===== config.mk =====
export PLATFORM = sky130hd
export DESIGN_NAME = i3c_xfer_queue
export DESIGN_NICKNAME = d
export VERILOG_FILES = /design/src/rtl/i3c_xq_pkg.sv /design/src/rtl/i3c_xq_fifo.sv /design/src/rtl/i3c_xq_engine_stub.sv /design/src/rtl/i3c_xq_regs.sv /design/src/rtl/i3c_xfer_queue.sv
export SDC_FILE = /design/constraint.sdc
export NUM_CORES = 1
export LEC_CHECK = 0
export ABC_AREA = 0
export BUFFER_PORTS_ARGS = -buffer_cell sky130_fd_sc_hd__clkbuf_2
export CAP_MARGIN = 0
export CORE_MARGIN = 8
export CORE_UTILIZATION = 55
export DETAILED_ROUTE_END_ITERATION = 12
export PLACE_DENSITY = 0.81
export SLEW_MARGIN = 20
export SYNTH_ARGS = -nofsm -noshare
export SYNTH_HDL_FRONTEND = slang
export SYNTH_HIERARCHICAL = 1
export SYNTH_SLANG_ARGS = --single-unit

===== constraint.sdc =====
create_clock -name clk -period 7.3 [get_ports clk]
set_input_delay 0 -clock clk [delete_from_list [all_inputs] [get_ports clk]]
set_output_delay 0 -clock clk [all_outputs]
set_load 0.01 [all_outputs]

===== src/rtl/i3c_xq_pkg.sv =====
`timescale 1ns/1ps
package i3c_xq_pkg;

    localparam int WORD_W = 32;
    localparam int INT_W  = 10;
    localparam int RST_W  = 6;

    typedef enum logic [3:0] {
        REG_CTRL       = 4'd0,
        REG_CMD        = 4'd1,
        REG_RESP       = 4'd2,
        REG_THLD       = 4'd3,
        REG_RESET      = 4'd4,
        REG_INT_STS    = 4'd5,
        REG_INT_STS_EN = 4'd6,
        REG_INT_SIG_EN = 4'd7,
        REG_QLEVEL     = 4'd8
    } reg_sel_e;

    localparam int CTRL_ENABLE  = 31;
    localparam int CTRL_RESUME  = 30;
    localparam int INT_RESP_RDY = 4;
    localparam int INT_XFER_ERR = 9;
    localparam int RST_SOFT     = 0;
    localparam int RST_CMDQ     = 1;
    localparam int RST_RESPQ    = 2;

    typedef enum logic [3:0] {
        ERR_NONE       = 4'd0,
        ERR_CRC        = 4'd1,
        ERR_PARITY     = 4'd2,
        ERR_FRAME      = 4'd3,
        ERR_BCAST_NACK = 4'd4,
        ERR_ADDR_NACK  = 4'd5,
        ERR_OVF_UNF    = 4'd6,
        ERR_ABORTED    = 4'd8,
        ERR_I2C_WNACK  = 4'd9
    } xfer_err_e;

    typedef struct packed {
        logic [WORD_W-1:0] arg;
        logic [WORD_W-1:0] cmd;
    } cmd_entry_t;

    typedef struct packed {
        logic [3:0]  err;
        logic [3:0]  tid;
        logic [7:0]  rsvd;
        logic [15:0] len;
    } resp_word_t;

    function automatic logic [3:0] cmd_tid(input logic [WORD_W-1:0] w);
        return w[6:3];
    endfunction

    function automatic logic cmd_is_read(input logic [WORD_W-1:0] w);
        return w[28];
    endfunction

    function automatic resp_word_t build_resp(input cmd_entry_t c,
                                              input logic [3:0] err,
                                              input logic [15:0] rd_len);
        resp_word_t r;
        r.err  = err;
        r.tid  = cmd_tid(c.cmd);
        r.rsvd = '0;
        r.len  = cmd_is_read(c.cmd) ? rd_len : 16'd0;
        return r;
    endfunction

endpackage


===== src/rtl/i3c_xq_fifo.sv =====
`timescale 1ns/1ps
module i3c_xq_fifo #(
    parameter int WIDTH = 32,
    parameter int DEPTH = 4,
    localparam int PTR_W = (DEPTH > 1) ? $clog2(DEPTH) : 1,
    localparam int LVL_W = $clog2(DEPTH + 1)
) (
    input  logic             clk,
    input  logic             rst,
    input  logic             flush,
    input  logic             push,
    input  logic [WIDTH-1:0] din,
    input  logic             pop,
    output logic [WIDTH-1:0] dout,
    output logic             empty,
    output logic             full,
    output logic [LVL_W-1:0] level
);

    localparam logic [PTR_W-1:0] LAST_IDX = PTR_W'(DEPTH - 1);
    localparam logic [LVL_W-1:0] FULL_LVL = LVL_W'(DEPTH);

    logic [WIDTH-1:0] mem [DEPTH];
    logic [PTR_W-1:0] wr_ptr, rd_ptr;
    logic             do_push, do_pop;

    assign empty   = (level == '0);
    assign full    = (level == FULL_LVL);
    assign do_push = push && !full;
    assign do_pop  = pop && !empty;
    assign dout    = mem[rd_ptr];

    function automatic logic [PTR_W-1:0] next_ptr(input logic [PTR_W-1:0] p);
        return (p == LAST_IDX) ? '0 : p + PTR_W'(1);
    endfunction

    always_ff @(posedge clk) begin
        if (do_push && !flush) begin
            mem[wr_ptr] <= din;
        end
    end

    always_ff @(posedge clk) begin
        if (rst || flush) begin
            wr_ptr <= '0;
            rd_ptr <= '0;
            level  <= '0;
        end else begin
            if (do_push) wr_ptr <= next_ptr(wr_ptr);
            if (do_pop)  rd_ptr <= next_ptr(rd_ptr);
            case ({do_push, do_pop})
                2'b10:   level <= level + LVL_W'(1);
                2'b01:   level <= level - LVL_W'(1);
                default: level <= level;
            endcase
        end
    end

endmodule


===== src/rtl/i3c_xq_engine_stub.sv =====
`timescale 1ns/1ps
module i3c_xq_engine_stub
    import i3c_xq_pkg::*;
#(
    parameter int LATENCY = 3,
    localparam int CNT_W = $clog2(LATENCY + 1)
) (
    input  logic        clk,
    input  logic        rst,
    input  logic        enable,
    input  logic        resume,
    input  logic        cmd_avail,
    input  cmd_entry_t  cmd_in,
    output logic        cmd_pop,
    input  logic        resp_full,
    output logic        resp_push,
    output resp_word_t  resp_out,
    input  logic [3:0]  stub_err,
    input  logic [15:0] stub_len,
    output logic        halted
);

    logic             busy;
    logic [CNT_W-1:0] cnt;
    cmd_entry_t       cur;
    logic             unused_fields;

    assign cmd_pop   = !busy && enable && !halted && cmd_avail;
    assign resp_push = busy && (cnt == '0) && !resp_full;
    assign resp_out  = build_resp(cur, stub_err, stub_len);

    // Fields a real bus engine would act on; the stub only echoes the ID.
    assign unused_fields = ^{cur.arg, cur.cmd[31:29], cur.cmd[27:7], cur.cmd[2:0]};

    always_ff @(posedge clk) begin
        if (rst) begin
            busy   <= 1'b0;
            cnt    <= '0;
            cur    <= '0;
            halted <= 1'b0;
        end else begin
            if (cmd_pop) begin
                busy <= 1'b1;
                cur  <= cmd_in;
                cnt  <= CNT_W'(LATENCY);
            end else if (busy) begin
                if (cnt != '0) begin
                    cnt <= cnt - CNT_W'(1);
                end else if (!resp_full) begin
                    busy <= 1'b0;
                end
            end
            if (resp_push && (stub_err != 4'd0)) begin
                halted <= 1'b1;
            end else if (resume) begin
                halted <= 1'b0;
            end
        end
    end

endmodule


===== src/rtl/i3c_xq_regs.sv =====
`timescale 1ns/1ps
module i3c_xq_regs
    import i3c_xq_pkg::*;
(
    input  logic              clk,
    input  logic              rst,
    input  logic              wr_en,
    input  logic              rd_en,
    input  logic [3:0]        addr,
    input  logic [WORD_W-1:0] wdata,
    output logic [WORD_W-1:0] rdata,
    input  logic [7:0]        cmd_level,
    input  logic [7:0]        resp_level,
    input  resp_word_t        resp_head,
    input  logic              resp_empty,
    input  logic              err_event,
    output logic              cmd_push,
    output cmd_entry_t        cmd_entry,
    output logic              resp_pop,
    output logic              flush_cmdq,
    output logic              flush_respq,
    output logic              eng_enable,
    output logic              eng_resume,
    output logic [RST_W-1:0]  rst_bits,
    output logic [INT_W-1:0]  int_raw,
    output logic              irq
);

    reg_sel_e          sel;
    logic              wr_ctrl, wr_cmd, wr_thld, wr_reset, wr_sts, wr_sts_en, wr_sig_en;
    logic              word_phase;
    logic [WORD_W-1:0] arg_q;
    logic [7:0]        thld_q;
    logic [INT_W-1:0]  sts_en_q, sig_en_q, visible;
    logic              err_sticky;

    assign sel       = reg_sel_e'(addr);
    assign wr_ctrl   = wr_en && (sel == REG_CTRL);
    assign wr_cmd    = wr_en && (sel == REG_CMD);
    assign wr_thld   = wr_en && (sel == REG_THLD);
    assign wr_reset  = wr_en && (sel == REG_RESET);
    assign wr_sts    = wr_en && (sel == REG_INT_STS);
    assign wr_sts_en = wr_en && (sel == REG_INT_STS_EN);
    assign wr_sig_en = wr_en && (sel == REG_INT_SIG_EN);

    assign flush_cmdq  = rst_bits[RST_CMDQ]  || rst_bits[RST_SOFT];
    assign flush_respq = rst_bits[RST_RESPQ] || rst_bits[RST_SOFT];

    // Two-word command assembly
    assign cmd_push      = wr_cmd && word_phase && !flush_cmdq;
    assign cmd_entry.arg = arg_q;
    assign cmd_entry.cmd = wdata;

    always_ff @(posedge clk) begin
        if (rst || flush_cmdq) begin
            word_phase <= 1'b0;
            arg_q      <= '0;
        end else if (wr_cmd) begin
            word_phase <= !word_phase;
            if (!word_phase) arg_q <= wdata;
        end
    end

    assign resp_pop   = rd_en && (sel == REG_RESP) && !resp_empty;
    assign eng_resume = wr_ctrl && wdata[CTRL_RESUME];

    always_ff @(posedge clk) begin
        if (rst) begin
            eng_enable <= 1'b0;
            thld_q     <= '0;
            sts_en_q   <= '0;
            sig_en_q   <= '0;
            rst_bits   <= '0;
            err_sticky <= 1'b0;
        end else begin
            if (wr_ctrl)   eng_enable <= wdata[CTRL_ENABLE];
            if (wr_thld)   thld_q     <= wdata[15:8];
            if (wr_sts_en) sts_en_q   <= wdata[INT_W-1:0];
            if (wr_sig_en) sig_en_q   <= wdata[INT_W-1:0];
            rst_bits <= wr_reset ? wdata[RST_W-1:0] : '0;
            if (err_event) begin
                err_sticky <= 1'b1;
            end else if (wr_sts && wdata[INT_XFER_ERR]) begin
                err_sticky <= 1'b0;
            end
        end
    end

    always_comb begin
        int_raw               = '0;
        int_raw[INT_RESP_RDY] = (resp_level > thld_q);
        int_raw[INT_XFER_ERR] = err_sticky;
    end

    assign visible = int_raw & sts_en_q;
    assign irq     = |(visible & sig_en_q);

    always_comb begin
        rdata = '0;
        case (sel)
            REG_CTRL:       rdata[CTRL_ENABLE] = eng_enable;
            REG_RESP:       rdata = resp_empty ? '0 : resp_head;
            REG_THLD:       rdata[15:8] = thld_q;
            REG_RESET:      rdata[RST_W-1:0] = rst_bits;
            REG_INT_STS:    rdata[INT_W-1:0] = visible;
            REG_INT_STS_EN: rdata[INT_W-1:0] = sts_en_q;
            REG_INT_SIG_EN: rdata[INT_W-1:0] = sig_en_q;
            REG_QLEVEL:     rdata[15:0] = {resp_level, cmd_level};
            default:        rdata = '0;
        endcase
    end

endmodule


===== src/rtl/i3c_xfer_queue.sv =====
`timescale 1ns/1ps
module i3c_xfer_queue
    import i3c_xq_pkg::*;
#(
    parameter int CMD_DEPTH      = 4,
    parameter int RESP_DEPTH     = 4,
    parameter int ENGINE_LATENCY = 3
) (
    input  logic        clk,
    input  logic        rst,
    input  logic        reg_wr_en,
    input  logic        reg_rd_en,
    input  logic [3:0]  reg_addr,
    input  logic [31:0] reg_wdata,
    output logic [31:0] reg_rdata,
    output logic        irq,
    input  logic [3:0]  stub_err,
    input  logic [15:0] stub_len
);

    localparam int CMD_W       = $bits(cmd_entry_t);
    localparam int RESP_W      = $bits(resp_word_t);
    localparam int CMD_LVL_W   = $clog2(CMD_DEPTH + 1);
    localparam int RESP_LVL_W  = $clog2(RESP_DEPTH + 1);

    cmd_entry_t             cmd_entry, cmd_head;
    logic [CMD_W-1:0]       cmd_head_raw;
    resp_word_t             resp_word, resp_head;
    logic [RESP_W-1:0]      resp_head_raw;
    logic                   cmd_push, cmd_pop, cmd_empty, cmd_full;
    logic                   resp_push, resp_pop, resp_empty, resp_full;
    logic [CMD_LVL_W-1:0]   cmd_level;
    logic [RESP_LVL_W-1:0]  resp_level;
    logic [7:0]             cmd_level8, resp_level8;
    logic                   flush_cmdq, flush_respq;
    logic                   eng_enable, eng_resume, eng_halted;
    logic [RST_W-1:0]       rst_bits;
    logic [INT_W-1:0]       int_raw;
    logic                   err_event;
    logic                   unused_full;

    assign cmd_level8  = 8'(cmd_level);
    assign resp_level8 = 8'(resp_level);
    assign cmd_head    = cmd_entry_t'(cmd_head_raw);
    assign resp_head   = resp_word_t'(resp_head_raw);
    assign err_event   = resp_push && (resp_word.err != 4'd0);
    assign unused_full = cmd_full;

    i3c_xq_regs u_regs (
        .clk         (clk),
        .rst         (rst),
        .wr_en       (reg_wr_en),
        .rd_en       (reg_rd_en),
        .addr        (reg_addr),
        .wdata       (reg_wdata),
        .rdata       (reg_rdata),
        .cmd_level   (cmd_level8),
        .resp_level  (resp_level8),
        .resp_head   (resp_head),
        .resp_empty  (resp_empty),
        .err_event   (err_event),
        .cmd_push    (cmd_push),
        .cmd_entry   (cmd_entry),
        .resp_pop    (resp_pop),
        .flush_cmdq  (flush_cmdq),
        .flush_respq (flush_respq),
        .eng_enable  (eng_enable),
        .eng_resume  (eng_resume),
        .rst_bits    (rst_bits),
        .int_raw     (int_raw),
        .irq         (irq)
    );

    i3c_xq_fifo #(.WIDTH(CMD_W), .DEPTH(CMD_DEPTH)) u_cmd_q (
        .clk   (clk),
        .rst   (rst),
        .flush (flush_cmdq),
        .push  (cmd_push),
        .din   (cmd_entry),
        .pop   (cmd_pop),
        .dout  (cmd_head_raw),
        .empty (cmd_empty),
        .full  (cmd_full),
        .level (cmd_level)
    );

    i3c_xq_fifo #(.WIDTH(RESP_W), .DEPTH(RESP_DEPTH)) u_resp_q (
        .clk   (clk),
        .rst   (rst),
        .flush (flush_respq),
        .push  (resp_push),
        .din   (resp_word),
        .pop   (resp_pop),
        .dout  (resp_head_raw),
        .empty (resp_empty),
        .full  (resp_full),
        .level (resp_level)
    );

    i3c_xq_engine_stub #(.LATENCY(ENGINE_LATENCY)) u_engine (
        .clk       (clk),
        .rst       (rst),
        .enable    (eng_enable),
        .resume    (eng_resume),
        .cmd_avail (!cmd_empty),
        .cmd_in    (cmd_head),
        .cmd_pop   (cmd_pop),
        .resp_full (resp_full),
        .resp_push (resp_push),
        .resp_out  (resp_word),
        .stub_err  (stub_err),
        .stub_len  (stub_len),
        .halted    (eng_halted)
    );

endmodule


==> run metrics <==
Final Max Tran Viols 0; TritonCTS Sinks 212; Die Y 146.2 um; nets 863; YS warnings 6; cts repair resizes 0; DRT Wirelength 20,350 um; Psw 0.4741 mW; antenna viol nets, final 0; Slew headroom 34.48%; fmax 338.5 MHz; clock skew 0.01916 ns; startpoint type of the worst setup path flop; run status finished, final reports clean; Initial Utilization 56.21%; DR vias/cell 5.733; cells on worst reg2reg path 12; Internal 1.857 mW; largest net degree at the start of global routing 46; reg2reg setup slack 4.35 ns; Pleak 3.820 nW; CTS tree done; Setup CP Type reg2reg; Tcrit/Tclk final 40.46%; grt total ovfl 0; syn avg cell area 13.91 um^2; DRC 0; Critical Path Fanout Max 32; worst hold path type in2reg; fraction of layout cells with a size suffix above 1 22.64%; Final setup viols 0; Critical path origin u_resp_q/level[0]; Cell Pwr Density 217.3 mW/mm^2; WL/cell 20.05 um; worst r2r src u_resp_q/level[0]; placeable core area 0.01658 mm^2; Comb pwr share 3.4%; Setup TNS 0 ns; Num CTS Buffers 21; starting DRC count in detailed routing 539; max-cap viol count 0; Reg power frac 54.9%; CP Data Arrival Time 3.37 ns; drt pass-1 iters 5; Worst-path clk slew 0.06 ns; GPL Wtd Cong 0.8403; DP HPWL 13,170 um; clock power share 41.7%; Req. time, crit path 7.71 ns; Design Power 2.331 mW; total track usage 18.60%; Layout Area Growth over Synthesis 15.11%; first-pass GRT wire length 31,780 um; Syn Inst Count 670; Port-buffer cells 79; crit end category flop; via count 5,819; Die Area 0.02137 mm^2; clk buf depth 3; Post-CTS Setup Bufs 0; clk_lat worst skew 0.50 ns; unrepaired setup endpoints after global routing no; io pins 93; CTS Root Buffer Type clkbuf_16; synthesized area 0.009321 mm^2; H-tree depth 1; vias in the first global route 5,928; WHS Path Cells 5; switching part of the total 20.33%; Die Wd 146.2 um; site row count 47; hold path startpoint reg_rd_en; Inserted Diodes 0; Worst Tran Pin Value 0.9807 ns; Max IR drop VDD 0.1446 mV; Fin. Hold Viols 0; initial antenna violation count 0; minimum clock period 2.954 ns
[registers in the layout (all words and copies together) (netlist names), 2 cells and up, named ones only]
register and flops:
u_resp_q/mem 128, u_cmd_q/mem 20, u_cmd_q/rd_ptr 2, u_regs/thld_q 8
u_regs/rst_bits 6, u_cmd_q/level 3, u_regs/sts_en_q 10, u_resp_q/rd_ptr 2
u_resp_q/wr_ptr 2, u_resp_q/level 3, u_regs/sig_en_q 10, u_engine/resp_out 4
u_engine/cnt 2, u_cmd_q/wr_ptr 2
[through the flow]
step | setup slack [ns] | cells | cell area, um^2 | hold slack (ns) | utilization [%]
6_report | 4.346 | 1015 | 10730 | 0.03275 | 64.71
5_1_grt | 4.185 | 1015 | 10730 | 0.04134 | 64.71
4_1_cts | 4.298 | 1015 | 10730 | 0.01438 | 64.71
3_5_place_dp | 4.405 | 938 | 9718 | 0.2354 | 58.60
3_3_place_gp | 4.499 | 938 | 9718 | 0.2179 | 58.60
2_1_floorplan | 3.459 | 691 | 9400 | 0.1217 | -
[worst max-delay path, cell delays in order (launching register included)]
cell,delay [ns]
dfxtp_1,0.49
nor3_1,0.15
nor4_4,0.22
buf_4,0.37
and2_1,0.20
o31ai_2,0.11
inv_1,0.08
ha_1,0.17
inv_1,0.07
fa_1,0.38
xor2_1,0.17
or3_1,0.32
a21oi_1,0.15
[layout make-up]
class	instances	area (um^2)
tap	220	275.3
clock buffer	28	561.8
multi-input combinational	387	3139
sequential	212	5727
timing repair buffer	125	838.3
fill	1141	5853
clock inverter	10	60.06
inverter	33	128.9
[power by group through the flow]
stage	Clock, mW	Sequential (mW)	Combinational, mW
2_1_floorplan	0	1.31	0.0436
6_report	0.972	1.28	0.0789
3_5_place_dp	0	1.31	0.0592
4_1_cts	0.989	1.28	0.0766
3_3_place_gp	0	1.31	0.0570
5_1_grt	1.04	1.28	0.0855
[layout by cell type, fill, tap and decap left out, types with 6 or more instances in the layout]
cell and n:
o21ai_0 13, mux2i_1 13, clkbuf_2 79, dlygate4sd3_1 39
nand3_1 24, a222oi_1 13, nor3b_2 6, edfxtp_1 148
buf_4 7, nand2_1 62, conb_1 23, clkbuf_16 21
or3_1 7, clkbuf_1 6, dfxtp_1 63, nor2_1 18
and2_1 39, a21oi_1 43, mux4_2 37, inv_1 32
ha_1 21
[layer usage]
layer | vias to the layer above | track usage (%) | routed length [um]
met2 | 244 | 32.66 | 10630
met3 | 42 | 4.017 | 1368
li1 | 2649 | - | -
met1 | 2884 | 21.95 | 7747
met4 | 0 | 7.110 | 597
met5 | - | 0 | 0
[final timing paths]
kind,to
max,u_resp_q/level[2]
min,flop
max reg2reg,u_resp_q/level[2]
min reg2reg,u_regs/sts_en_q[6]
[repair_timing]
action                                  4_1_cts  5_1_grt
hold buffers                                 39        0
endpoints found under the hold margin       137        0
endpoints found under the setup margin        0        0
(Power assumes the default switching activity.)
